$ cat config.mk
export PLATFORM = sky130hd
export DESIGN_NAME = rx_dualprio_buf
export DESIGN_NICKNAME = d
export VERILOG_FILES = /design/src/rtl/rxb_pkg.sv /design/src/rtl/rxb_addr_fifo.sv /design/src/rtl/rx_dualprio_buf.sv
export SDC_FILE = /design/constraint.sdc
export NUM_CORES = 1
export LEC_CHECK = 0
export ABC_AREA = 0
export BUFFER_PORTS_ARGS = -buffer_cell sky130_fd_sc_hd__buf_2
export CAP_MARGIN = 10
export CORE_MARGIN = 2
export CORE_UTILIZATION = 55
export DETAILED_ROUTE_END_ITERATION = 8
export PLACE_DENSITY_LB_ADDON = 0.05
export REMOVE_ABC_BUFFERS = 1
export SLEW_MARGIN = 40
export SYNTH_ARGS = -nofsm -noshare
export SYNTH_HDL_FRONTEND = slang
export SYNTH_SLANG_ARGS = --single-unit
$ cat constraint.sdc
create_clock -name clk -period 5.1 [get_ports clk]
set_input_delay 0.765 -clock clk [delete_from_list [all_inputs] [get_ports clk]]
set_output_delay 0.765 -clock clk [all_outputs]
set_load 0.02 [all_outputs]
$ cat src/rtl/rxb_pkg.sv
package rxb_pkg;
    localparam int WORD_W    = 32;
    localparam int HDR_BYTES = 12;

    typedef enum logic [2:0] {
        S_IDLE,
        S_HDR0,
        S_HDR1,
        S_HDR2,
        S_PAY,
        S_DONE,
        S_DROP,
        S_FLUSH
    } rxb_state_t;
endpackage

$ cat src/rtl/rxb_addr_fifo.sv
module rxb_addr_fifo #(
    parameter int DEPTH = 16,
    parameter int W     = 32
) (
    input  logic         clk,
    input  logic         rst_n,
    input  logic         push,
    input  logic [W-1:0] din,
    input  logic         pop,
    output logic [W-1:0] dout,
    output logic         empty,
    output logic         full,
    output logic         ovf_err
);
    localparam int PW = $clog2(DEPTH);

    logic [W-1:0] store [DEPTH];
    logic [PW-1:0] wptr, rptr;
    logic [PW:0]   cnt;
    logic          do_push, do_pop;

    assign empty   = (cnt == '0);
    assign full    = (cnt == (PW+1)'(DEPTH));
    assign do_pop  = pop && !empty;
    assign do_push = push && (!full || do_pop);
    assign dout    = store[rptr];

    always_ff @(posedge clk) begin
        if (!rst_n) begin
            wptr    <= '0;
            rptr    <= '0;
            cnt     <= '0;
            ovf_err <= 1'b0;
        end else begin
            ovf_err <= push && full && !do_pop;
            if (do_push) begin
                wptr <= (wptr == PW'(DEPTH-1)) ? '0 : wptr + 1'b1;
            end
            if (do_pop) begin
                rptr <= (rptr == PW'(DEPTH-1)) ? '0 : rptr + 1'b1;
            end
            cnt <= cnt + (PW+1)'(do_push) - (PW+1)'(do_pop);
        end
    end

    always_ff @(posedge clk) begin
        if (do_push) store[wptr] <= din;
    end

    // occupancy bounded by depth
    assert_no_overflow_R8: assert property (@(posedge clk) disable iff (!rst_n)
        cnt <= (PW+1)'(DEPTH));
    // a rejected post keeps occupancy and flags an error
    assert_full_hold_R8: assert property (@(posedge clk) disable iff (!rst_n)
        (push && full && !pop) |=> ($stable(cnt) && ovf_err));
endmodule

$ cat src/rtl/rx_dualprio_buf.sv
module rx_dualprio_buf
    import rxb_pkg::*;
#(
    parameter int AW    = 32,
    parameter int DEPTH = 16,
    parameter int CW    = 8,
    parameter int LENW  = 16
) (
    input  logic              clk,
    input  logic              rst_n,
    input  logic              ctl_start,
    input  logic              ctl_stop,
    input  logic              ctl_flush,
    input  logic              post_valid,
    input  logic              post_class,
    input  logic [AW-1:0]     post_addr,
    output logic              post_err,
    input  logic              fr_valid,
    output logic              fr_ready,
    input  logic              fr_class,
    input  logic [LENW-1:0]   fr_len,
    input  logic [31:0]       fr_tstamp,
    input  logic [7:0]        fr_errs,
    input  logic              pl_valid,
    output logic              pl_ready,
    input  logic [WORD_W-1:0] pl_data,
    input  logic              pl_last,
    output logic              wr_en,
    output logic [AW-1:0]     wr_addr,
    output logic [WORD_W-1:0] wr_data,
    output logic              cmp_valid,
    output logic [AW-1:0]     cmp_addr,
    output logic              cmp_class,
    output logic              rcl_valid,
    output logic [AW-1:0]     rcl_addr,
    output logic [CW-1:0]     ovr_cnt_hi,
    output logic [CW-1:0]     ovr_cnt_lo
);
    localparam int NQ = 2;

    rxb_state_t state, nstate;

    logic [NQ-1:0] q_push, q_pop, q_empty, q_full, q_ovf;
    logic [AW-1:0] q_head [NQ];

    logic            run_q, flush_pend;
    logic [AW-1:0]   buf_q;
    logic            cls_q;
    logic [LENW-1:0] len_q;
    logic [31:0]     ts_q;
    logic [7:0]      err_q;
    logic [LENW-1:0] idx_q;
    logic [CW-1:0]   ovr_q [NQ];

    logic accept, fl_sel;

    generate
        for (genvar g = 0; g < NQ; g++) begin : g_q
            assign q_push[g] = post_valid && (post_class == g[0]);
            rxb_addr_fifo #(.DEPTH(DEPTH), .W(AW)) u_fifo (
                .clk    (clk),
                .rst_n  (rst_n),
                .push   (q_push[g]),
                .din    (post_addr),
                .pop    (q_pop[g]),
                .dout   (q_head[g]),
                .empty  (q_empty[g]),
                .full   (q_full[g]),
                .ovf_err(q_ovf[g])
            );
        end
    endgenerate

    assign post_err   = |q_ovf;
    assign ovr_cnt_hi = ovr_q[1];
    assign ovr_cnt_lo = ovr_q[0];
    assign accept     = (state == S_IDLE) && run_q && !flush_pend && fr_valid;
    assign fl_sel     = !q_empty[1];

    // next state and queue pops
    always_comb begin
        nstate = state;
        q_pop  = '0;
        unique case (state)
            S_IDLE: begin
                if (flush_pend) begin
                    nstate = S_FLUSH;
                end else if (accept) begin
                    if (q_empty[fr_class]) begin
                        nstate = S_DROP;
                    end else begin
                        nstate = S_HDR0;
                        q_pop[fr_class] = 1'b1;
                    end
                end
            end
            S_HDR0: nstate = S_HDR1;
            S_HDR1: nstate = S_HDR2;
            S_HDR2: nstate = S_PAY;
            S_PAY:  if (pl_valid && pl_last) nstate = S_DONE;
            S_DONE: nstate = S_IDLE;
            S_DROP: if (pl_valid && pl_last) nstate = S_IDLE;
            S_FLUSH: begin
                if (q_empty == '1) nstate = S_IDLE;
                else               q_pop[fl_sel] = 1'b1;
            end
            default: nstate = S_IDLE;
        endcase
    end

    // state register and datapath registers
    always_ff @(posedge clk) begin
        if (!rst_n) begin
            state      <= S_IDLE;
            run_q      <= 1'b0;
            flush_pend <= 1'b0;
            buf_q      <= '0;
            cls_q      <= 1'b0;
            len_q      <= '0;
            ts_q       <= '0;
            err_q      <= '0;
            idx_q      <= '0;
            ovr_q[0]   <= '0;
            ovr_q[1]   <= '0;
        end else begin
            state <= nstate;
            if (ctl_stop)       run_q <= 1'b0;
            else if (ctl_start) run_q <= 1'b1;
            if (ctl_flush)                           flush_pend <= 1'b1;
            else if (state == S_IDLE && flush_pend)  flush_pend <= 1'b0;
            if (accept) begin
                buf_q <= q_head[fr_class];
                cls_q <= fr_class;
                len_q <= fr_len;
                ts_q  <= fr_tstamp;
                err_q <= fr_errs;
                if (q_empty[fr_class]) ovr_q[fr_class] <= ovr_q[fr_class] + 1'b1;
            end
            if (state == S_HDR2)           idx_q <= '0;
            else if (state == S_PAY && pl_valid) idx_q <= idx_q + 1'b1;
        end
    end

    // outputs
    always_comb begin
        fr_ready  = (state == S_IDLE) && run_q && !flush_pend;
        pl_ready  = 1'b0;
        wr_en     = 1'b0;
        wr_addr   = buf_q;
        wr_data   = '0;
        cmp_valid = 1'b0;
        cmp_addr  = buf_q;
        cmp_class = cls_q;
        rcl_valid = 1'b0;
        rcl_addr  = q_head[fl_sel];
        unique case (state)
            S_HDR0: begin
                wr_en   = 1'b1;
                wr_data = {len_q, 7'b0, cls_q, err_q};
            end
            S_HDR1: begin
                wr_en   = 1'b1;
                wr_addr = buf_q + AW'(4);
                wr_data = ts_q;
            end
            S_HDR2: begin
                wr_en   = 1'b1;
                wr_addr = buf_q + AW'(8);
            end
            S_PAY: begin
                pl_ready = 1'b1;
                wr_en    = pl_valid;
                wr_addr  = buf_q + AW'(HDR_BYTES) + AW'({idx_q, 2'b00});
                wr_data  = pl_data;
            end
            S_DONE:  cmp_valid = 1'b1;
            S_DROP:  pl_ready  = 1'b1;
            S_FLUSH: rcl_valid = (q_empty != '1);
            default: ;
        endcase
    end

    // completion comes straight after the final write
    assert_cmp_after_write_R4: assert property (@(posedge clk) disable iff (!rst_n)
        cmp_valid |-> $past(wr_en));
    // stop removes frame acceptance on the next cycle
    assert_stop_blocks_R6: assert property (@(posedge clk) disable iff (!rst_n)
        ctl_stop |=> !fr_ready);
    // overrun counters step by at most one
    assert_ovr_step_hi_R5: assert property (@(posedge clk) disable iff (!rst_n)
        (ovr_cnt_hi != $past(ovr_cnt_hi)) |-> (ovr_cnt_hi == $past(ovr_cnt_hi) + 1'b1));
    assert_ovr_step_lo_R5: assert property (@(posedge clk) disable iff (!rst_n)
        (ovr_cnt_lo != $past(ovr_cnt_lo)) |-> (ovr_cnt_lo == $past(ovr_cnt_lo) + 1'b1));
    // reclaim never overlaps writes or completions
    assert_excl_R7: assert property (@(posedge clk) disable iff (!rst_n)
        $onehot0({wr_en, cmp_valid, rcl_valid}));
endmodule

### Yosys cells after proc, flatten, opt, wreduce, memory -nomap -nowiden

Memory sizes are Yosys's and may differ from the RTL's. A register that Yosys moved wholly into a read port is not among the register bits.
Index checks and enable logic that the tools add are counted.

* output and inout bits: 151
* memories: 3
* input port bits: 131
* word-level logic and storage cells: 153
* flip-flop bits (word level): 138
* bits in writable memories: 1040

Memory list
* g_q[0].u_fifo.store: depth 16, bits a word 32, rd ports 1, clocked after memory_dff 1, wr ports 1, RTL line rxb_addr_fifo.sv:17 `logic [W-1:0] store [DEPTH];`
* g_q[1].u_fifo.store: depth 16, bits a word 32, rd ports 1, clocked after memory_dff 1, wr ports 1, RTL line rxb_addr_fifo.sv:17
* ovr_q: depth 2, bits a word 8, rd ports 3, clocked after memory_dff 0, wr ports 2, RTL line rx_dualprio_buf.sv:53 `logic [CW-1:0] ovr_q [NQ];`

* order comparisons: 6
* bitwise gates (word level): 4
* mux-type cells: 52
* add/sub/neg operators: 14
* eq/ne operators: 19
* reductions and logical operators: 38

Operators by type and width (number)
* 32-bit two-way mux: 6
* 32-bit one-hot mux with 3 select lines: 2
* 32-bit by 4-bit adder with 32-bit output (second input constant): 2
* 32-bit by 18-bit adder with 32-bit output: 1
* 32-bit by 3-bit adder with 32-bit output (second input constant): 1
* 4-bit two-way mux: 8
* 3-bit one-hot mux with 8 select lines: 1
* 1-bit two-way mux: 20
* 1-bit logical AND: 18
* 3-bit two-way mux: 6
* 16-bit by 1-bit adder with 16-bit output (second input constant): 1
* 4-bit by 1-bit adder with 4-bit output (second input constant): 4
* 4-bit == test (second input constant): 4
* 3-bit == test (second input constant): 4
* 5-bit by 1-bit adder with 5-bit output: 2
* 5-bit == test (second input constant): 2
* 5-bit logical NOT: 2
* 5-bit by 1-bit subtractor with 5-bit output: 2
* 8-bit by 1-bit adder with 8-bit output (second input constant): 1
* 2-bit two-way mux: 4
* 8-bit two-way mux: 1
* 2-bit inequality test (second input constant): 4
* 2-bit OR reduction: 4
* 8-bit OR reduction: 1
* 18 further kinds: 32

### Depth between registers and ports, before layout

Gate-level depths: netlist of run 1.

* word-level depth: 13
* mapped depth: 15
* gate-level depth less buffers: 14

### Hierarchy

From an unflattened synthesis of run 1, not the netlist that was laid out.

* cells, all modules: 2857
* area total of the unflattened synthesis: 48698.0 um^2

By module, submodules not included
* rxb_addr_fifo at g_q[0].u_fifo: cells each 896, area an instance 20081.8 um^2, sequential area each 15735.1 um^2, times used 1
* rxb_addr_fifo at g_q[1].u_fifo: cells each 896, area an instance 20080.5 um^2, sequential area each 15735.1 um^2, times used 1
* rx_dualprio_buf: cells each 1065, area an instance 8535.7 um^2, sequential area each 2682.6 um^2, times used 1

### Least setup slack after synthesis of run 1

No wires, ideal clock.

* path type: in2reg
* start point: input fr_class
* end point: memory g_q[0].u_fifo.store[3][0] (enable)
* setup slack: 0.744 ns
* buffers on the path: 2
* data required time: 4.639 ns
* stages: 8
* arrival time: 3.895 ns
* library setup time: 0.461 ns
* cells stage by stage: buf_2 > inv_1 > a32oi_1 > nand4_1 > and3b_1 > buf_2 > nand2_1 > nor3_1

* word-level cells in the longest chain between the ends: 13
* elaborated cells on any way between the ends: 16
* classes of those cells: order compare (2); mux (10); reduce/logical (4)

Ends and longest elaborated chain
* start: declaration: RTL line rx_dualprio_buf.sv:20 `input logic fr_class,`
* 1-bit by 2-bit < comparator with 1-bit output (not written as such) / 1-bit greater-or-equal comparator (equally long branches): RTL line rx_dualprio_buf.sv:93 `q_pop[fr_class] = 1'b1;`
* 1-bit logical AND (not written as such): RTL line rx_dualprio_buf.sv:93
* 1-bit two-way mux (not written as such): RTL line rx_dualprio_buf.sv:93
* 1-bit demux with 1-bit select: RTL line rx_dualprio_buf.sv:93
* 2-bit two-way mux (*): RTL line rx_dualprio_buf.sv:89 `if (q_empty[fr_class]) begin`
* 2-bit two-way mux (*): RTL line rx_dualprio_buf.sv:88 `end else if (accept) begin`
* 2-bit two-way mux (*): RTL line rx_dualprio_buf.sv:86 `if (flush_pend) begin`
* 2-bit one-hot mux with 2 select lines (*): RTL line rx_dualprio_buf.sv:84 `unique case (state)`
* 1-bit logical AND (*): RTL line rxb_addr_fifo.sv:24 `assign do_pop = pop && !empty;`
* 1-bit logical OR (*): RTL line rxb_addr_fifo.sv:25 `assign do_push = push && (!full || do_pop);`
* 1-bit logical AND (*): RTL line rxb_addr_fifo.sv:25
* named net g_q[0].u_fifo.do_push: RTL line rxb_addr_fifo.sv:20 `logic do_push, do_pop;`
* 1-bit two-way mux (*): RTL line rxb_addr_fifo.sv:47 `if (do_push) store[wptr] <= din;`
* 1-bit two-way mux (not written as such) (*): RTL line rxb_addr_fifo.sv:47
* end: declaration: RTL line rxb_addr_fifo.sv:17

Mark *: on every way through the listed nets, which the timed path passes. The rest lies on a longest branch. The select of a mux whose other input is x is not followed.

### Worst setup path after layout of run 1

* start point: register buf_q[3], in the netlist cmp_addr[3]
* end point: output wr_addr[17]

* word-level cells in the longest chain between the ends: 3
* elaborated cells on any way between the ends: 5
* classes of those cells: add/sub (4); mux (1)

Ends and longest elaborated chain
* start: declaration: RTL line rx_dualprio_buf.sv:47 `logic [AW-1:0] buf_q;`
* start signal: assignment: RTL line rx_dualprio_buf.sv:132 `buf_q <= q_head[fr_class];`
* 32-bit by 4-bit adder with 32-bit output: RTL line rx_dualprio_buf.sv:173 `wr_addr = buf_q + AW'(HDR_BYTES) + AW'({idx_q, 2'b00});`
* 32-bit by 18-bit adder with 32-bit output: RTL line rx_dualprio_buf.sv:173
* 32-bit one-hot mux with 3 select lines (*): RTL line rx_dualprio_buf.sv:156 `unique case (state)`
* end: declaration: RTL line rx_dualprio_buf.sv:29 `output logic [AW-1:0] wr_addr,`

Every way passes the cells marked *; elsewhere a longest branch is shown, timed or not.

==> qor.txt, run 1 <==
slew at the pin closest to its max-slew limit - 890.5 ps
fin crit period - 4940 ps
aggregate global routing overflow - 0
Rows - 108
slowest CP cell - o31a_1
IO Port Bufs - 281
post-place setup slack - 419.5 ps
Multi-input gate area - 13810 um2
antenna-violating nets left - 0
Max Freq - 202.4 MHz
die height - 301.0 um
DPL Wire Length - 77340 um
status - complete, no violations
DR WL/cell - 30.04 um
most used cell, CP - inv_1
final hold vios - 0
setup violators final - 0
drt via density - 6.310
Leak - 0.01826 uW
storage element area - 34190 um2
Max FO, Critical Path - 8
nets - 3185
CP Cell Sequence - inv_1, ha_1, inv_1, ha_2, inv_1, fa_2, nand2b_4, a21oi_2, o211ai_1, o31a_1, buf_4, a221o_1, o211ai_1, buf_2
via count - 26.81k
Starting Density - 0.5574
WP data required - 4340 ps
CTS buffer count - 115
Synth cell types - 70
clk buf depth - 3
vias in the first global route - 26.57k
post-synth top area share - 0.6439
post-synthesis average cell area - 18.19 um2
flop and latch count out of synthesis - 1186
ys async rst share - 0
antenna violations before repair - 4
filler instances - 6047
Cell Area, Synth - 48500 um2
Core Region - 87020 um2
area growth from synthesis to layout - 14.60%
startpoint types - flip-flop
Hold Crit Class - in -> reg
final core utilization - 0.6387
Post-synth EDFFs - 1040
unrepaired setup endpoints after global routing - no
met2 WL - 62490 um
Buf+Inv Stages, Crit Path - 5
highest routed layer - met5
Ports - 282
slowest cell delay on critical path - 450 ps
CTS root buf - clkbuf_16
initial detailed-routing violation count - 3218
Clock H-tree levels - 3
critical path type - reg -> out
setup ws final - 159.5 ps
Tcrit/Tclk final - 0.9687
drt drc - 0
DRT Pass-1 Iters - 5
VDD IR max - 0.3312 mV
largest net degree at the start of global routing - 80
DR WL met3 - 10810 um
post-synthesis cell count - 2667
Placer Congestion - 0.9290
synth top area cells - edfxtp_1 64%, mux4_2 15%, dfxtp_1 6.0%
Slew Limit Fails - 0
crit end category - output port
sequential area share after synthesis - 0.7041
WP data arrival - 4180 ps
crit-path leading delay family - compound AO/OA/AOI/OAI gates
share of cells above drive strength 1 - 0.3094
die area - 90580 um2
TritonCTS clock tree - yes
clock latency on the worst-skew pair - 700 ps
max_cap viols - 0
Die Wd - 301.0 um
biggest area consumer among synthesized cells - edfxtp_1
clock slew at reported path FFs - 60 ps
first-pass GRT wire length - 184200 um
GRT Overall Usage - 0.2849
synth warn - 0
max_slew headroom - 0.4064
wirelength, routed - 127700 um
Cell Pwr Density - 392.5 nW/um2
prevailing post-synth register cell - edfxtp_1
clk_skew - 32.97 ps
met1 WL - 51270 um
clk sinks - 1186
[sequential cells by signal, summed over array words and instances (netlist names), named ones only]
signal / flops
g_q.u_fifo.rptr: 8
ts_q: 32
cmp_class: 1
g_q.u_fifo.wptr: 8
g_q.u_fifo.ovf_err: 2
idx_q: 16
err_q: 8
len_q: 16
flush_pend: 1
ovr_q: 16
run_q: 1
g_q.u_fifo.store: 1024
cmp_addr: 32
state: 3
g_q.u_fifo.cnt: 10
[report_power, final]
part | internal (uW) | switching [uW] | leakage (uW)
Clock | 4740 | 3600 | 0.00183
Combinational | 926 | 1700 | 0.00586
Sequential | 10700 | 138 | 0.0106
Total | 16400 | 5440 | 0.0183
[repair_timing]
| item | 4_1_cts | 5_1_grt |
|---|---|---|
| pin swaps | 2 | 6 |
| setup endpoints to repair | 7 | 5 |
| gates resized for setup | 4 | 8 |
| setup buffers | 1 | 0 |
| hold buffers | 0 | 0 |
[layout make-up]
class | instances | share of cell area
antenna | 1 | 0.00004502
clock buffer | 156 | 0.05670
clock inverter | 61 | 0.01024
inverter | 34 | 0.002296
multi-input combinational | 1298 | 0.2484
sequential | 1186 | 0.6151
tap | 1155 | 0.02600
timing repair buffer | 358 | 0.04115
[cells by family (layout without fill, tap and decap cells)]
group	after synthesis	count (layout)	synth area share
DFF	1186	1186	0.7041
and+or+nand+nor	443	443	0.04308
buffers and inverters	183	609	0.01568
muxes	396	396	0.1652
adders and majority gates	61	61	0.01620
AOI/OAI and AO/OA	343	343	0.04581
xor gates and xnor gates	55	55	0.009932
other	0	1	0
[metal layers]
metal | GRT usage | vias up
met3 | 0.05260 | 183
met5 | 0 | -
met2 | 0.4650 | 1227
li1 | - | 11390
met4 | 0.07806 | 4
met1 | 0.3993 | 14010
[cell usage after synthesis, drive strengths merged, types with 14 or more instances]
library cell and n:
nand3 22, nand4 14, o21ai 91, and3 14, xor2 28, a21boi 61
nor2 80, xnor2 27, edfxtp 1040, nor2b 17, buf 66, mux4 320
nor3 14, ha 58, a21oi 75, inv 34, a22oi 26, mux2i 41
nand2 201, clkbuf 83, dfxtp 146, mux2 35, and2 38
[stage by stage]
stage	hold slack (ps)	cells	total power (uW)	instance area, um2	TNS, ps
2_1_floorplan	434.7	2518	12580	47870	-1270440
3_3_place_gp	439.5	4025	13610	51680	0
3_5_place_dp	445.1	4027	13670	51750	0
4_1_cts	218.0	4245	21940	55490	0
5_1_grt	239.8	4248	22490	55580	0
6_report	253.9	4249	21820	55580	0
[worst reg2reg max path, cell delays in order (launching register included)]
cell and delay, ps:
dfxtp_2 410, buf_4 290, nor4_4 610, a31oi_1 330, a31oi_4 450, nor3b_1 430
and2_2 770, buf_4 400
[cells in the final DEF, fill, tap and decap left out, types with 21 or more instances in the layout]
cell type / instances
edfxtp_1: 1040
mux4_2: 320
buf_2: 278
nand2_1: 200
dfxtp_1: 132
clkbuf_16: 115
o21ai_0: 82
a21oi_1: 74
nor2_1: 64
ha_1: 57
buf_4: 57
mux2i_1: 41
a21boi_1: 39
mux2_2: 35
inv_1: 34
clkbuf_1: 29
xor2_1: 28
xnor2_1: 27
a22oi_1: 26
clkinv_2: 26
nand3_1: 22
a21boi_0: 22
buf_12: 22
and2_1: 21
[worst paths after layout]
check                   start                          to  slack [ps]  depth (start not counted)
setup / recovery  cmp_addr[3]                 wr_addr[17]         160                         14
hold / removal       ctl_stop                       run_q         250                          2
setup reg to reg     state[2]  g_q[1].u_fifo.store[2][18]        1070                          7
hold reg to reg      len_q[1]                    len_q[1]         450                          2
(Power assumes the default switching activity.)
==> inputs of run 2 (changes only) <==
- REMOVE_ABC_BUFFERS: 1 -> default
==> qor.txt, run 2 (synthesized netlist as in run 1, its figures left out) <==
DRT Pass-1 Iters - 6 (was 5)
startpoint types - flip-flop (unchanged)
crit end category - output port (unchanged)
setup_tns - 0 ps (unchanged)
max_slew headroom - 0.4338 (was 0.4064)
slowest cell delay on critical path - 400 ps (was 450 ps)
Cells after DPL - 4022 (was 4027)
Cell Count, Final, Fillers Out - 4242 (was 4249)
most frequent cells in the layout - 1040 x edfxtp_1, 320 x mux4_2, 279 x buf_2 (was 1040 x edfxtp_1, 320 x mux4_2, 278 x buf_2)
share of cells above drive strength 1 - 0.2973 (was 0.3094)
Ports - 282 (unchanged)
WP data required - 4340 ps (about the same)
Core Region - 87020 um2 (unchanged)
status - complete, no violations (unchanged)
Hold Crit Class - in -> reg (unchanged)
first-pass GRT wire length - 179800 um (was 184200 um)
fin crit period - 4816 ps (was 4940 ps)
Buf+Inv Stages, Crit Path - 4 (was 5)
Leak - 0.01815 uW (was 0.01826 uW)
storage element area - 34180 um2 (was 34190 um2)
CTS root buf - clkbuf_16 (unchanged)
area growth from synthesis to layout - 14.41% (was 14.60%)
wirelength, routed - 122500 um (was 127700 um)
crit-path leading delay family - compound AO/OA/AOI/OAI gates (unchanged)
DPL Wire Length - 76940 um (was 77340 um)
largest net degree at the start of global routing - 81 (was 80)
VDD IR max - 0.3497 mV (was 0.3312 mV)
die height - 301.0 um (unchanged)
clock slew at reported path FFs - 60 ps (about the same)
final hold vios - 0 (unchanged)
setup violators final - 0 (unchanged)
CTS buffer count - 118 (was 115)
Reg with most FFs - g_q.u_fifo.store (unchanged)
Rows - 108 (unchanged)
Cell Pwr Density - 390.2 nW/um2 (was 392.5 nW/um2)
DR WL/cell - 28.88 um (was 30.04 um)
clock latency on the worst-skew pair - 710 ps (was 700 ps)
Max FO, Critical Path - 8 (unchanged)
vias in the first global route - 26.54k (was 26.57k)
slew at the pin closest to its max-slew limit - 849.3 ps (was 890.5 ps)
antenna violations before repair - 5 (was 4)
Multi-input gate area - 13780 um2 (was 13810 um2)
Post-Syn Nets - 2859
WP data arrival - 4050 ps (was 4180 ps)
Clock H-tree levels - 3 (unchanged)
clk sinks - 1186 (unchanged)
Starting Density - 0.5574 (unchanged)
most used cell, CP - inv_1 (unchanged)
filler instances - 6116 (was 6047)
TritonCTS clock tree - yes (unchanged)
drt via density - 6.296 (was 6.310)
GRT Overall Usage - 0.2742 (was 0.2849)
initial detailed-routing violation count - 2698 (was 3218)
via count - 26.71k (was 26.81k)
die area - 90580 um2 (unchanged)
Final Cell Area - 55500 um2 (was 55580 um2)
clk buf depth - 3 (unchanged)
clk_skew - 46.44 ps (was 32.97 ps)
IO Port Bufs - 281 (unchanged)
most common cell after layout, fill and taps aside - edfxtp_1 (unchanged)
Tcrit/Tclk final - 0.9443 (was 0.9687)
Area after DPL - 51800 um2 (was 51750 um2)
Post-CTS Hold Buffers - 0 (unchanged)
post-CTS setup buffer count - 0 (was 1)
CP Cell Sequence - inv_1, ha_1, inv_1, ha_1, inv_1, fa_1, nand2b_1, a21oi_1, o211ai_1, o31a_1, a211oi_4, nor2_1, xnor2_1, buf_2 (was inv_1, ha_1, inv_1, ha_2, inv_1, fa_2, nand2b_4, a21oi_2, o211ai_1, o31a_1, buf_4, a221o_1, o211ai_1, buf_2)
Die Wd - 301.0 um (unchanged)
slowest CP cell - dfxtp_2 (was o31a_1)
antenna-violating nets left - 0 (unchanged)
critical path type - reg -> out (unchanged)
aggregate global routing overflow - 0 (unchanged)
Placer Congestion - 0.8760 (was 0.9290)
drt drc - 0 (unchanged)
Slew Limit Fails - 0 (unchanged)
Max Freq - 207.6 MHz (was 202.4 MHz)
unrepaired setup endpoints after global routing - no (unchanged)
nets - 3179 (was 3185)
max_cap viols - 0 (unchanged)
max FFs per register - 1024 (unchanged)
run 2: timing repair:
action,in CTS,in global routing
resized for setup,1,2
setup endpoints to repair,4,6
pin swaps,0,2
run 2: power breakdown:
group          switching, uW  internal, uW
Clock                   3560          4670
Combinational           1630           915
Sequential               163         10700
run 2: routing by layer:
metal | vias to the layer above | track usage | part of all wire
li1 | 11400 | - | -
met1 | 14060 | 0.3995 | 0.42
met2 | 1083 | 0.4384 | 0.49
met3 | 167 | 0.04856 | 0.077
met4 | 0 | 0.06326 | 0.019
met5 | - | 0 | 0
run 2: area by class of cell:
type / count / share of cell area
clock inverter: 49 / 0.006741
tap: 1155 / 0.02604
inverter: 34 / 0.002300
antenna: 3 / 0.0001353
clock buffer: 168 / 0.05936
multi-input combinational: 1298 / 0.2483
timing repair buffer: 349 / 0.04117
sequential: 1186 / 0.6160
run 2: worst paths after layout:
| path | start | slack (ps) | endpoint | cells past startpoint |
|---|---|---|---|---|
| worst min register to register | ts_q[30] | 450 | ts_q[30] | 2 |
| worst max register to register | state[2] | 1250 | g_q[1].u_fifo.store[3][21] | 6 |
| worst min-delay path | ctl_stop | 290 | run_q | 2 |
| worst max-delay path | cmp_addr[3] | 280 | wr_addr[23] | 14 |
run 2: worst register-to-register path, cell delays in order (launching register included):
cell and delay (ps):
dfxtp_1 570, nor4_4 620, a31oi_1 290, a31oi_4 480, nor3b_1 400, and2_2 690, buf_4 470
run 2: per-stage QoR:
stage	util	setup slack (ps)	hold slack [ps]	power, uW
finish	0.6377	283.9	289.6	21650
detailed placement	0.5953	666.1	444.7	13620
global placement	0.5947	709.4	442.5	13560
global route	0.6377	15.43	267.9	22350
CTS	0.6375	99.34	247.2	21790
floorplan	-	743.9	434.7	12610
